[src/rtl/tk_pkg.sv]
package tk_pkg;

  typedef enum logic [1:0] {
    ADDR_PEND_SECS  = 2'd0,
    ADDR_PEND_TICKS = 2'd1,
    ADDR_FLAGS      = 2'd2,
    ADDR_MODE       = 2'd3
  } tkAddr_e;

  typedef struct packed {
    logic loadTime;
    logic captureRead;
  } tkStrobe_t;

  localparam int SRC_EXT  = 0;
  localparam int SRC_LINK = 1;
  localparam int NUM_SRC  = 2;

endpackage

[src/rtl/tk_ctrl.sv]
module tk_ctrl
  import tk_pkg::*;
#(
  parameter int SECS_W  = 32,
  parameter int TICKS_W = 32,
  parameter int REG_W   = 32,
  parameter int SYNC_STAGES = 2
) (
  input  logic                clk,
  input  logic                rstN,
  input  logic                regWrEn,
  input  logic [1:0]          regAddr,
  input  logic [REG_W-1:0]    regWrData,
  input  logic                rdReq,
  input  logic [NUM_SRC-1:0]  ppsIn,
  output tkStrobe_t           strobe,
  output logic [SECS_W-1:0]   loadSecs,
  output logic [TICKS_W-1:0]  loadTicks,
  output logic                ppsIrq
);

  localparam int PIPE_W = SYNC_STAGES + 1;

  logic [SECS_W-1:0]  pendSecs;
  logic [TICKS_W-1:0] pendTicks;
  logic               edgeRise;
  logic               srcLink;
  logic               immMode;
  logic               armed;
  logic [NUM_SRC-1:0] riseDet;
  logic [NUM_SRC-1:0] fallDet;
  logic               ppsEdge;
  logic               tickWrite;

  // per-source synchronizer and edge detector
  for (genvar s = 0; s < NUM_SRC; s++) begin : g_src
    logic [PIPE_W-1:0] pipeQ;
    always_ff @(posedge clk) begin
      if (!rstN) pipeQ <= '0;
      else       pipeQ <= {pipeQ[PIPE_W-2:0], ppsIn[s]};
    end
    assign riseDet[s] = pipeQ[PIPE_W-2] & ~pipeQ[PIPE_W-1];
    assign fallDet[s] = ~pipeQ[PIPE_W-2] & pipeQ[PIPE_W-1];
  end

  always_comb begin
    if (srcLink) ppsEdge = edgeRise ? riseDet[SRC_LINK] : fallDet[SRC_LINK];
    else         ppsEdge = edgeRise ? riseDet[SRC_EXT]  : fallDet[SRC_EXT];
  end

  assign tickWrite = regWrEn && (regAddr == ADDR_PEND_TICKS);

  always_ff @(posedge clk) begin
    if (!rstN) begin
      pendSecs  <= '0;
      pendTicks <= '0;
      edgeRise  <= 1'b0;
      srcLink   <= 1'b0;
      immMode   <= 1'b0;
      armed     <= 1'b0;
      ppsIrq    <= 1'b0;
    end else begin
      ppsIrq <= ppsEdge;
      if (regWrEn) begin
        case (regAddr)
          ADDR_PEND_SECS:  pendSecs  <= regWrData[SECS_W-1:0];
          ADDR_PEND_TICKS: pendTicks <= regWrData[TICKS_W-1:0];
          ADDR_FLAGS: begin
            edgeRise <= regWrData[0];
            srcLink  <= regWrData[1];
          end
          default:         immMode   <= regWrData[0];
        endcase
      end
      if (tickWrite)             armed <= !immMode;
      else if (armed && ppsEdge) armed <= 1'b0;
    end
  end

  always_comb begin
    strobe.loadTime    = (tickWrite && immMode) || (!tickWrite && armed && ppsEdge);
    strobe.captureRead = rdReq;
    loadSecs           = pendSecs;
    loadTicks          = tickWrite ? regWrData[TICKS_W-1:0] : pendTicks;
  end

  AST_ONE_SHOT: assert property (@(posedge clk) disable iff (!rstN)
    (armed && ppsEdge && !tickWrite) |=> !armed);

  AST_IMM_NO_ARM: assert property (@(posedge clk) disable iff (!rstN)
    (tickWrite && immMode) |=> !armed);

  AST_SECS_NO_ARM: assert property (@(posedge clk) disable iff (!rstN)
    (!armed && regWrEn && regAddr == ADDR_PEND_SECS) |=> !armed);

endmodule

[src/rtl/tk_datapath.sv]
module tk_datapath
  import tk_pkg::*;
#(
  parameter int SECS_W        = 32,
  parameter int TICKS_W       = 32,
  parameter int TICKS_PER_SEC = 100_000_000
) (
  input  logic               clk,
  input  logic               rstN,
  input  tkStrobe_t          strobe,
  input  logic [SECS_W-1:0]  loadSecs,
  input  logic [TICKS_W-1:0] loadTicks,
  output logic [SECS_W-1:0]  rdSecs,
  output logic [TICKS_W-1:0] rdTicks
);

  localparam logic [TICKS_W-1:0] TICK_LAST = TICKS_W'(TICKS_PER_SEC - 1);

  logic [SECS_W-1:0]  secsQ;
  logic [TICKS_W-1:0] ticksQ;

  always_ff @(posedge clk) begin
    if (!rstN) begin
      secsQ  <= '0;
      ticksQ <= '0;
    end else if (strobe.loadTime) begin
      secsQ  <= loadSecs;
      ticksQ <= loadTicks;
    end else if (ticksQ == TICK_LAST) begin
      secsQ  <= secsQ + 1'b1;
      ticksQ <= '0;
    end else begin
      ticksQ <= ticksQ + 1'b1;
    end
  end

  always_ff @(posedge clk) begin
    if (!rstN) begin
      rdSecs  <= '0;
      rdTicks <= '0;
    end else if (strobe.captureRead) begin
      rdSecs  <= secsQ;
      rdTicks <= ticksQ;
    end
  end

  AST_WRAP: assert property (@(posedge clk) disable iff (!rstN)
    (!strobe.loadTime && ticksQ == TICK_LAST) |=>
      (ticksQ == '0 && secsQ == $past(secsQ) + 1'b1));

  AST_SNAP_HOLD: assert property (@(posedge clk) disable iff (!rstN)
    !strobe.captureRead |=> ($stable(rdSecs) && $stable(rdTicks)));

  AST_LOAD_TAKES: assert property (@(posedge clk) disable iff (!rstN)
    strobe.loadTime |=> (secsQ == $past(loadSecs) && ticksQ == $past(loadTicks)));

endmodule

[src/rtl/pps_timekeeper.sv]
module pps_timekeeper
  import tk_pkg::*;
#(
  parameter int SECS_W        = 32,
  parameter int TICKS_W       = 32,
  parameter int REG_W         = 32,
  parameter int TICKS_PER_SEC = 100_000_000
) (
  input  logic               clk,
  input  logic               rstN,
  input  logic               regWrEn,
  input  logic [1:0]         regAddr,
  input  logic [REG_W-1:0]   regWrData,
  input  logic               rdReq,
  input  logic               ppsExt,
  input  logic               ppsLink,
  output logic [SECS_W-1:0]  rdSecs,
  output logic [TICKS_W-1:0] rdTicks,
  output logic               ppsIrq
);

  tkStrobe_t          strobe;
  logic [SECS_W-1:0]  loadSecs;
  logic [TICKS_W-1:0] loadTicks;
  logic [NUM_SRC-1:0] ppsIn;

  assign ppsIn[SRC_EXT]  = ppsExt;
  assign ppsIn[SRC_LINK] = ppsLink;

  tk_ctrl #(
    .SECS_W(SECS_W), .TICKS_W(TICKS_W), .REG_W(REG_W), .SYNC_STAGES(2)
  ) i_ctrl (
    .clk(clk), .rstN(rstN), .regWrEn(regWrEn), .regAddr(regAddr),
    .regWrData(regWrData), .rdReq(rdReq), .ppsIn(ppsIn), .strobe(strobe),
    .loadSecs(loadSecs), .loadTicks(loadTicks), .ppsIrq(ppsIrq)
  );

  tk_datapath #(
    .SECS_W(SECS_W), .TICKS_W(TICKS_W), .TICKS_PER_SEC(TICKS_PER_SEC)
  ) i_dp (
    .clk(clk), .rstN(rstN), .strobe(strobe), .loadSecs(loadSecs),
    .loadTicks(loadTicks), .rdSecs(rdSecs), .rdTicks(rdTicks)
  );

  AST_IRQ_PULSE: assert property (@(posedge clk) disable iff (!rstN)
    (ppsIrq && $stable(ppsExt) && $stable(ppsLink)) |=> !ppsIrq);

endmodule

[config.mk]
export PLATFORM = sky130hd
export DESIGN_NAME = pps_timekeeper
export DESIGN_NICKNAME = d
export VERILOG_FILES = /design/src/rtl/tk_pkg.sv /design/src/rtl/tk_ctrl.sv /design/src/rtl/tk_datapath.sv /design/src/rtl/pps_timekeeper.sv
export SDC_FILE = /design/constraint.sdc
export NUM_CORES = 1
export LEC_CHECK = 0
export BUFFER_PORTS_ARGS = -buffer_cell sky130_fd_sc_hd__buf_2
export CORE_MARGIN = 8
export CORE_UTILIZATION = 55
export DETAILED_ROUTE_END_ITERATION = 7
export HOLD_SLACK_MARGIN = 0.05
export PLACE_DENSITY = 0.87
export SLEW_MARGIN = 20
export SYNTH_ARGS = -nofsm -noshare
export SYNTH_HDL_FRONTEND = slang
export SYNTH_SLANG_ARGS = --single-unit
[constraint.sdc]
create_clock -name clk -period 3.03 [get_ports clk]
set_clock_uncertainty 0.1 [all_clocks]
set_input_delay 0.303 -clock clk [delete_from_list [all_inputs] [get_ports clk]]
set_output_delay 0.303 -clock clk [all_outputs]
set_load 0.005 [all_outputs]
==> qor.txt <==
Number of global-route vias before repair -> 7180
First-pass GRT wire length -> 36.1 mm
Final WL -> 22.3 mm
Critical path, cell by cell -> ha_1 -> and4_1 -> nand4_4 -> or4_1 -> or4_1 -> nand3_1
Final Hold Viols -> 0
Clk root buf -> clkbuf_16
IO Pins -> 105
Peak supply drop -> 439 uV
Chip width -> 140 um
Netlist cell types -> 45
Max clock buf depth -> 3
Register-to-Register Setup Slack -> 0.36 ns
Worst-margin pin slew -> 0.716 ns
Reg clk slew, reported paths -> 0.06 ns
Worst Hold Endpoint -> i_dp.secsQ[15]
Proportion of layout cells with a drive suffix above 1 -> 14.8%
Drt pass-1 iters -> 5
Yosys warns -> 0
Slowest cell delay on critical path -> 0.72 ns
Reg2reg start -> i_dp.ticksQ[0]
DR iter-0 viols -> 837
Nets -> 1122
TNS Setup -> 0 ns
Syn Nets -> 1014
Worst path arrival time -> 2.99 ns
Row Count -> 45
Syn_area_per_cell -> 8.77 um^2
Detail Placement HPWL -> 14.7 mm
Hold Crit Class -> primary input to flip-flop
Register area share after synthesis -> 47.7%
Post-CTS sizing -> 0
Most frequent cells in the layout -> 203 x dfxtp_1, 128 x nand2_1, 128 x nor2_1
Cells after Synth -> 972
Worst r2r path cells -> 6
Worst-path fanout max -> 9
Core footprint -> 15100 um^2
RSZ-0062 raised after global routing -> false
Routed Antenna Nets -> 0
Slowest CP cell -> or4_1
Initial Util -> 56.3%
Hold depth -> 3
Wire per inst -> 17.4 um
Crit end category -> flip-flop
Worst-Skew Late Latency -> 0.49 ns
I/O Buffers -> 104
Largest net degree at the start of global routing -> 114
Clock net sink count -> 203
Global-route usage over all layers -> 21.7%
Prevailing post-synth register cell -> dfxtp_1
Area delta synth->final -> 19.4%
Cell Area, Synth -> 8520 um^2
Fraction of registers with async set/reset -> 0%
Worst rel slew slack -> 52.1%
Leakage -> 4.23 nW
Fin crit period -> 2.67 ns
Final hold slack -> 0.0815 ns
Gpl congestion -> 0.884
Startpoint types -> flip-flop
Vias -> 7458
Final Setup Violations -> 0
Number of flops mapped to enable cells by yosys -> 0
Max-Cap Viols -> 0
CP Class -> flip-flop to flip-flop
Residual DRC count -> 0
Period utilization -> 88.1%
# hold bufs at CTS -> 34
H-tree levels -> 1
Gr ovfl total -> 0
HP Start -> rstN
Commonest non-fill, non-tap cell in the layout -> dfxtp_1
Max-slew violation count -> 0
Initial antenna violation count -> 2
Total CTS buffers -> 21
Die area -> 19700 um^2
Via density per instance -> 5.82
Req. time, crit path -> 3.35 ns
Pre-CTS WS -> 0.438 ns
R2R Path End -> i_dp.secsQ[30]
CTS tree -> done
Max Fclk -> 374 MHz
Yosys reg bits -> 203
Chip Height -> 140 um
Status -> complete, no violations
Most frequent CP cell -> or4_1
Post-CTS Setup Inserts -> 0
PwrDens -> 538 nW/um^2
Setup ws final -> 0.359 ns
==> flip-flops by register name (all words and copies together) (netlist names), 6 cells and up <==
register,count
i_dp.rdSecs,32
i_ctrl.loadSecs,32
i_dp.secsQ,32
i_dp.ticksQ,32
i_ctrl.pendTicks,32
i_dp.rdTicks,32
i_ctrl.g_src.pipeQ,6
==> kinds of logic after synthesis <==
family | share of synthesized area [%]
buffers and inverters | 3.73
XOR/XNOR | 4.73
adder cells (fa/ha/maj) | 0.294
multiplexers | 12.1
AND/OR/NAND/NOR | 23.9
AO/OA/AOI/OAI | 7.55
flip-flops | 47.7
==> power breakdown <==
group / total [mW] / internal (mW) / leakage (nW) / switching, mW
sequential: 2.74 / 2.72 / 1.64 / 0.0291
combinational: 0.300 / 0.127 / 2.27 / 0.173
clock: 2.43 / 1.43 / 0.313 / 1.00
==> per-layer routing <==
metal,track usage [%],routed length [um]
met5,0,0
met4,8.71,758
met2,34.8,10100
met3,4.25,1830
met1,28.3,9560
==> synth_stat cells (all sizes together), types with 3 or more instances <==
library cell / count / area (um^2)
inv: 10 / 37.5
nand4: 25 / 171
o2111ai: 5 / 43.8
a21oi: 38 / 190
xnor2: 35 / 307
a211oi: 9 / 67.6
xor2: 11 / 96.3
a211o: 7 / 61.3
dfxtp: 203 / 4060
or3: 4 / 25.0
nand2b: 3 / 18.8
o211ai: 3 / 22.5
o21ai: 39 / 195
mux2i: 100 / 1000
nor2b: 4 / 25.0
nand2: 128 / 480
and4: 12 / 105
clkbuf: 52 / 195
nand3: 56 / 280
buf: 19 / 85.1
or4: 4 / 30.0
nor4: 21 / 138
nor2: 128 / 480
nor3b: 3 / 22.5
and3: 8 / 50.1
nor3: 13 / 65.1
and2: 15 / 93.8
==> per-stage QoR <==
step	util, %	total power, mW	cell area [um^2]	cells
final	67.2	5.48	10200	1282
after global routing	67.2	5.65	10200	1282
after CTS	67.2	5.50	10200	1280
after detailed placement	60.6	3.06	9180	1211
after global placement	60.6	3.05	9180	1211
after floorplan	-	2.96	8520	972
==> worst max path at each step <==
stage,startpoint,end,slack (ns),depth (start not counted)
CTS,i_dp.ticksQ[0],i_dp.secsQ[30],0.39,6
global placement,i_dp.ticksQ[0],i_dp.secsQ[30],0.47,6
finish,i_dp.ticksQ[0],i_dp.secsQ[30],0.36,6
detailed placement,i_dp.ticksQ[0],i_dp.secsQ[30],0.44,6
global route,i_dp.ticksQ[0],i_dp.secsQ[24],0.23,6
floorplan,i_dp.ticksQ[0],i_dp.secsQ[24],0.63,8
==> worst max-delay path: cells and delay by family, from the launching register on <==
family | cells | cell delay [ns]
adders and majority gates | 1 | 0.24
DFF | 1 | 0.39
and+or+nand+nor | 5 | 1.87
==> cell type report <==
type / instances / area [um^2]
clock buffers: 29 / 586
repair buffers: 156 / 1020
flip-flops and latches: 203 / 4060
fillers: 1140 / 4970
clock inverters: 6 / 63.8
diodes: 2 / 5.00
multi-input cells: 688 / 4160
inverters: 10 / 40.0
well taps: 188 / 235
No activity file was read; power rests on OpenSTA's default activity.
